--- src/rtl/elev_pkg.sv ---
package elev_pkg;
  localparam int NUM_FLOORS = 3;
  localparam int FLOOR_W = $clog2(NUM_FLOORS + 1);
  localparam int NUM_MOVES = 2 * (NUM_FLOORS - 1) + 1;
  localparam int MOVE_W = $clog2(NUM_MOVES);

  typedef logic [FLOOR_W-1:0] floor_t;

  // code = distance + 2, so the order of the codes is the order of the distances
  typedef enum logic [MOVE_W-1:0] {
    MV_DN2  = 3'd0,
    MV_DN1  = 3'd1,
    MV_HOLD = 3'd2,
    MV_UP1  = 3'd3,
    MV_UP2  = 3'd4
  } move_t;

  localparam floor_t HOME_FLOOR = floor_t'(1);

  // the lowest raised call wins; with no call the car keeps its floor
  function automatic floor_t pick_target(logic [NUM_FLOORS-1:0] calls, floor_t cur);
    floor_t t;
    t = cur;
    for (int i = NUM_FLOORS - 1; i >= 0; i--)
      if (calls[i]) t = floor_t'(i + 1);
    return t;
  endfunction

  // signed distance with an offset, kept non-negative
  function automatic move_t move_of(floor_t tgt, floor_t cur);
    logic [MOVE_W-1:0] s;
    s = MOVE_W'(tgt) + MOVE_W'(NUM_FLOORS - 1) - MOVE_W'(cur);
    return move_t'(s);
  endfunction
endpackage

--- src/rtl/elev_target_sel.sv ---
module elev_target_sel
  import elev_pkg::*;
(
  input  logic [NUM_FLOORS-1:0] calls,
  input  floor_t                cur_floor,
  output floor_t                tgt_floor,
  output logic                  call_any
);
  assign tgt_floor = pick_target(calls, cur_floor);
  assign call_any  = |calls;
endmodule

--- src/rtl/elev_mealy_core.sv ---
module elev_mealy_core
  import elev_pkg::*;
(
  input  logic   clk,
  input  logic   rst,
  input  floor_t tgt_floor,
  input  logic   call_any,
  output floor_t cur_floor,
  output move_t  move
);
  floor_t floor_q;

  always_ff @(posedge clk or posedge rst) begin
    if (rst) floor_q <= HOME_FLOOR;
    else     floor_q <= tgt_floor;
  end

  assign cur_floor = floor_q;
  assign move      = move_of(tgt_floor, floor_q);

  assert_floor_range_R6: assert property (@(posedge clk) disable iff (rst)
    (floor_q >= floor_t'(1)) && (floor_q <= floor_t'(NUM_FLOORS)));

  assert_idle_stays_R4: assert property (@(posedge clk) disable iff (rst)
    !call_any |=> $stable(floor_q));

  assert_idle_holds_R4: assert property (@(posedge clk) disable iff (rst)
    !call_any |-> move == MV_HOLD);

  assert_reset_home_R1: assert property (@(posedge clk) disable iff (rst)
    $past(rst) |-> floor_q == HOME_FLOOR);
endmodule

--- src/rtl/elev_moore_core.sv ---
module elev_moore_core
  import elev_pkg::*;
(
  input  logic   clk,
  input  logic   rst,
  input  floor_t tgt_floor,
  input  logic   call_any,
  output floor_t cur_floor,
  output move_t  move
);
  floor_t floor_q;
  move_t  move_q;

  always_ff @(posedge clk or posedge rst) begin
    if (rst) begin
      floor_q <= HOME_FLOOR;
      move_q  <= MV_HOLD;
    end else begin
      floor_q <= tgt_floor;
      move_q  <= move_of(tgt_floor, floor_q);
    end
  end

  assign cur_floor = floor_q;
  assign move      = move_q;

  assert_idle_then_hold_R4: assert property (@(posedge clk) disable iff (rst)
    !call_any |=> move_q == MV_HOLD);

  assert_move_lags_R7: assert property (@(posedge clk) disable iff (rst)
    (tgt_floor != floor_q) |=> move_q != MV_HOLD);

  assert_reset_state_R1: assert property (@(posedge clk) disable iff (rst)
    $past(rst) |-> (floor_q == HOME_FLOOR) && (move_q == MV_HOLD));

  assert_floor_range_R6: assert property (@(posedge clk) disable iff (rst)
    (floor_q >= floor_t'(1)) && (floor_q <= floor_t'(NUM_FLOORS)));
endmodule

--- src/rtl/elev_move_onehot.sv ---
module elev_move_onehot
  import elev_pkg::*;
(
  input  move_t              move,
  output logic [NUM_MOVES-1:0] lines
);
  for (genvar i = 0; i < NUM_MOVES; i++) begin : g_line
    assign lines[i] = (move == move_t'(i));
  end
endmodule

--- src/rtl/elev_move_ctrl.sv ---
module elev_move_ctrl
  import elev_pkg::*;
#(
  parameter bit IS_MOORE = 1'b0
) (
  input  logic clk,
  input  logic rst,
  input  logic call_f1,
  input  logic call_f2,
  input  logic call_f3,
  output logic go_dn2,
  output logic go_dn1,
  output logic go_stay,
  output logic go_up1,
  output logic go_up2
);
  logic [NUM_FLOORS-1:0] calls;
  floor_t                cur_floor;
  floor_t                tgt_floor;
  logic                  call_any;
  move_t                 move;
  logic [NUM_MOVES-1:0]  lines;

  assign calls = {call_f3, call_f2, call_f1};

  elev_target_sel u_sel (
    .calls     (calls),
    .cur_floor (cur_floor),
    .tgt_floor (tgt_floor),
    .call_any  (call_any)
  );

  if (IS_MOORE) begin : g_moore
    elev_moore_core u_core (
      .clk (clk), .rst (rst), .tgt_floor (tgt_floor), .call_any (call_any),
      .cur_floor (cur_floor), .move (move)
    );
  end else begin : g_mealy
    elev_mealy_core u_core (
      .clk (clk), .rst (rst), .tgt_floor (tgt_floor), .call_any (call_any),
      .cur_floor (cur_floor), .move (move)
    );
  end

  elev_move_onehot u_dec (
    .move  (move),
    .lines (lines)
  );

  assign go_dn2  = lines[0];
  assign go_dn1  = lines[1];
  assign go_stay = lines[2];
  assign go_up1  = lines[3];
  assign go_up2  = lines[4];

  assert_one_move_R2: assert property (@(posedge clk) disable iff (rst)
    $countones({go_dn2, go_dn1, go_stay, go_up1, go_up2}) == 1);

  assert_low_call_wins_R5: assert property (@(posedge clk) disable iff (rst)
    call_f1 |=> cur_floor == floor_t'(1));
endmodule

--- config.mk ---
export PLATFORM = sky130hd
export DESIGN_NAME = elev_move_ctrl
export DESIGN_NICKNAME = d
export VERILOG_FILES = /design/src/rtl/elev_pkg.sv /design/src/rtl/elev_target_sel.sv /design/src/rtl/elev_mealy_core.sv /design/src/rtl/elev_moore_core.sv /design/src/rtl/elev_move_onehot.sv /design/src/rtl/elev_move_ctrl.sv
export SDC_FILE = /design/constraint.sdc
export NUM_CORES = 1
export LEC_CHECK = 0
export BUFFER_PORTS_ARGS = -buffer_cell sky130_fd_sc_hd__buf_4
export CORE_AREA = 2 2 39 41
export DETAILED_ROUTE_END_ITERATION = 8
export DIE_AREA = 0 0 41 43
export MAX_ROUTING_LAYER = met4
export PLACE_DENSITY = 0.35
export SYNTH_ARGS = -nofsm -noshare
export SYNTH_HDL_FRONTEND = slang
export SYNTH_HIERARCHICAL = 1
export SYNTH_SLANG_ARGS = --single-unit
export TNS_END_PERCENT = 1
--- constraint.sdc ---
create_clock -name clk -period 4.2 [get_ports clk]
set_input_delay 0.42 -clock clk [delete_from_list [all_inputs] [get_ports clk]]
set_output_delay 0.42 -clock clk [all_outputs]
set_load 0.05 [all_outputs]
# After elaboration in Yosys (flattened, before gate mapping)
# Index checks and enable logic that the tools add are counted.
[op_classes] n_addsub=2 eq_ne=4 muxes=3 n_reduce_logical=1
[ops] op="3-bit by 2-bit equality test with 1-bit output, second input constant" n=2
[ops] op="2-bit 2-to-1 mux" n=3
[ops] op="2-bit by 2-bit adder with 3-bit output, second input constant" n=1
[ops] op="3-bit by 1-bit equality test with 1-bit output, second input constant" n=1
[ops] op="3-bit equality test, second input constant" n=1
[ops] op="3-bit logical NOT" n=1
[ops] op="3-bit by 2-bit subtractor with 3-bit output" n=1
[totals] register_bits=2 input_bits=5 out_inout_bits=5 wordCells=11

# Depth between registers and ports, before layout
[logic_depth] ltp_word=6 depth_mapped=8 ltp_nobuf=8

# Hierarchy
# The synthesis kept the hierarchy.
[modules_own_cells] module="elev_mealy_core" n_inst=1 cells_each=12 area_per_inst_um2=120.1 seq_area_each_um2=51.3
[modules_own_cells] module="elev_move_onehot" n_inst=1 cells_each=5 area_per_inst_um2=37.5 seq_area_each_um2=0.0
[modules_own_cells] module="elev_target_sel" n_inst=1 cells_each=5 area_per_inst_um2=26.3 seq_area_each_um2=0.0

# Least setup slack after synthesis
# OpenSTA, ideal clock, no wires.
[synth_path] path_type="input-to-output" startpoint="in call_f3" endpoint="out go_up2" arrival_time_ps=2542 t_required_ps=3780 path_slack_ps=1238 stages=8 n_path_buf=0 cell_sequence="nor3_1 nor2_1 inv_1 ha_1 inv_1 ha_1 xor2_1 nor3b_1"
[synth_via] elab_chain_cells=6
[synth_lines] item="start, declared" line="elev_move_ctrl.sv:10" source="input logic call_f3,"
[synth_lines] item="2-bit 2-to-1 mux (3 in series)" line="elev_pkg.sv:25" source="if (calls[i]) t = floor_t'(i + 1);"
[synth_lines] item="via tgt_floor[1]" line="elev_move_ctrl.sv:19" source="floor_t tgt_floor;"
[synth_lines] item="2-bit by 2-bit adder with 3-bit output" line="elev_pkg.sv:32" source="s = MOVE_W'(tgt) + MOVE_W'(NUM_FLOORS - 1) - MOVE_W'(cur);"
[synth_lines] item="3-bit by 2-bit subtractor with 3-bit output" line="elev_pkg.sv:32"
[synth_lines] item="via move[2]" line="elev_move_ctrl.sv:21" source="move_t move;"
[synth_lines] item="3-bit equality test" line="elev_move_onehot.sv:8" source="assign lines[i] = (move == move_t'(i));"
[synth_lines] item="end, declared" line="elev_move_ctrl.sv:15" source="output logic go_up2"
# The timed path passes the listed nets, and every way through them passes these cells.

# Worst setup path after layout
[layout_path] startpoint="reg g_mealy.u_core.floor_q[0], in the netlist g_mealy.u_core/cur_floor[0]" endpoint="out go_up2"
[layout_via] elab_chain_cells=6
[layout_lines] item="start, declared" line="elev_mealy_core.sv:11" source="floor_t floor_q;"
[layout_lines] item="start signal, assigned" line="elev_mealy_core.sv:15" source="else floor_q <= tgt_floor;"
[layout_lines] item="2-bit 2-to-1 mux (3 in series)" line="elev_pkg.sv:25"
[layout_lines] item="via tgt_floor[0]" line="elev_move_ctrl.sv:19"
[layout_lines] item="2-bit by 2-bit adder with 3-bit output" line="elev_pkg.sv:32"
[layout_lines] item="3-bit by 2-bit subtractor with 3-bit output" line="elev_pkg.sv:32"
[layout_lines] item="via move[2]" line="elev_move_ctrl.sv:21"
[layout_lines] item="3-bit equality test" line="elev_move_onehot.sv:8"
# The timed path passes the listed nets, and every way through them passes these cells.

==> impl_metrics.csv <==
group,metric,value,unit
run_status,outcome,"finished, final reports clean",
floorplanning,die_h,43,um
worst_setup_path,max_stage_delay,0.52,ns
floorplanning,dieArea,0.00176,mm2
global_route,grt_max_degree,6,
detailed_routing,routedWlPerCell,7.78,um
clocking,path_clk_slew,0.04,ns
floorplanning,num_rows,14,
timing,period_share,0.609,
floorplanning,dieWidth,41,um
synth,yosysWarningCount,6,
worst_setup_path,critPathLaunchType,"register",
detailed_routing,top_layer,"met4",
clocking,cts_buffer_depth,2,
clocking,cts_resized,0,
final_layout,multiInputGateArea,104,um2
detailed_routing,drtAntennaViolNets,0,
detailed_routing,dr_wl_met2,150,um
clocking,clock-sinks,2,
final_layout,drive_gt1_frac,0.412,
timing,max_slew_margin,0.783,
detailed_routing,vias,175,
global_route,grt_pass1_wl,593,um
power,powerDensity,444,mW/mm2
floorplanning,io_pins,10,
clocking,h-tree-depth,1,
min_path,hold_class,"in -> async",
clocking,post-cts-setup-buffers,0,
synth,syn-instance-count,21,
worst_setup_path,worstPathRequired,3.78,ns
timing,finalCriticalPeriod,2.56,ns
worst_setup_path,path_delay_family,"flip-flops",
final_layout,final_net_count,43,
worst_setup_path,end_kind,"output port",
final_layout,largest_reg_flops,2,
power,ir_drop,0.142,mV
placement,dp_slack,1.79,ns
detailed_routing,drt-total-wl,389,um
timing,fin_ws,1.64,ns
clocking,cts_buffers,3,
timing,fmaxAchievable,0.391,GHz
global_route,antenna_found_initial,0,
worst_setup_path,cp_slowest_cell,"dfstp_2",
synth,syn_area_per_cell,8.46,um2
worst_setup_path,crit_cells,9,
timing,hold_violations,0,
final_layout,fillers,157,
detailed_routing,drt_iter0_drc,0,
timing,fin_setup_tns,0,ns
clocking,clock_latency,0.22,ns
detailed_routing,met3_length,50,um
worst_setup_path,path_cells,"nor2_1 > o21bai_1 > inv_1 > ha_1 > inv_1 > ha_1 > xor2_1 > nor3b_1 > buf_4",
clocking,tritoncts,"done",
global_route,grt.overflow.total,0,
worst_setup_path,crit_arrival,2.14,ns
timing,rsz0062_at_grt,"no",
placement,gp_congestion,0.501,
timing,skew,0,ns
worst_setup_path,cp_max_fo,5,
timing,worstMarginPinSlew,0.325,ns
global_route,grt_pass1_vias,157,
global_route,grtUsageTotal,0.0575,
clocking,cts_root_buf,"clkbuf_4",
worst_setup_path,rr_worst_depth,2,
timing,setup_viol,0,
synth,syn_area,178,um2
worst_setup_path,timing.critical_path.buf_inv,3,
power,total_power,129,uW
detailed_routing,remaining_drc_errors,0,
worst_setup_path,worstSetupPathType,"reg -> out",
floorplanning,start_util,0.128,
timing,finalMaxSlewViolations,0,
final_layout,area_growth,64.1,%
detailed_routing,via_per_inst,3.50,
final_layout,seqCellArea,51.3,um2
run,cap_violations,0,
synth,synth_nets,29,
final_layout,antennaDiodeCount,0,
power,p_leak,0.000163,uW
clocking,ctsHoldBuffers,0,
detailed_routing,first_pass_iters,1,
floorplanning,design.core.area,0.00138,mm2
placement,portBuffers,9,
detailed_routing,drt-met1-wl,179,um
per-stage QoR:
step,hold WS (ns),std cells,cell area [um2],util
2_1_floorplan,0.160,21,178,-
3_3_place_gp,0.279,46,265,0.192
3_5_place_dp,0.284,46,265,0.192
4_1_cts,0.0312,50,292,0.211
5_1_grt,0.0363,50,292,0.211
6_report,0.0381,50,292,0.211
placed cells by master, fill, tap and decap left out:
cell	instances
clkbuf_4	3
buf_4	9
inv_1	6
o21bai_1	1
dfrtp_1	1
nor3b_1	3
xor2_1	1
and3b_2	1
ha_1	3
clkbuf_1	1
nor2_1	2
nor3_1	2
dfstp_2	1
layer usage:
layer	global-route usage	up-vias
li1	-	93
met1	0.0607	70
met2	0.0594	10
met3	0.0314	2
met4	0.0800	0
met5	-	-
worst paths after layout:
kind | from | to | slack [ns]
setup / recovery | g_mealy.u_core/cur_floor[0]$_DFF_PP1_ | go_up2 | 1.64
hold / removal | rst | g_mealy.u_core/cur_floor[1]$_DFF_PP0_ | 0.04
setup reg to reg | g_mealy.u_core/cur_floor[0]$_DFF_PP1_ | g_mealy.u_core/cur_floor[0]$_DFF_PP1_ | 3.38
hold reg to reg | g_mealy.u_core/cur_floor[0]$_DFF_PP1_ | g_mealy.u_core/cur_floor[0]$_DFF_PP1_ | 0.54
max in group asynchronous | rst | g_mealy.u_core/cur_floor[0]$_DFF_PP1_ | 3.95
min in group clk | call_f1 | g_mealy.u_core/cur_floor[1]$_DFF_PP0_ | 0.36
cell type report:
| type | count | share of cell area |
|---|---|---|
| multi-input combinational | 13 | 0.356 |
| timing repair buffer | 9 | 0.232 |
| sequential | 2 | 0.176 |
| clock buffer | 4 | 0.0901 |
| inverter | 6 | 0.0773 |
| tap | 16 | 0.0687 |
power breakdown:
| part | internal (uW) | switching [uW] |
|---|---|---|
| logic | 20.0 | 39.1 |
| registers | 21.1 | 0.772 |
| clock network | 35.4 | 13.0 |
(Power assumes the default switching activity.)
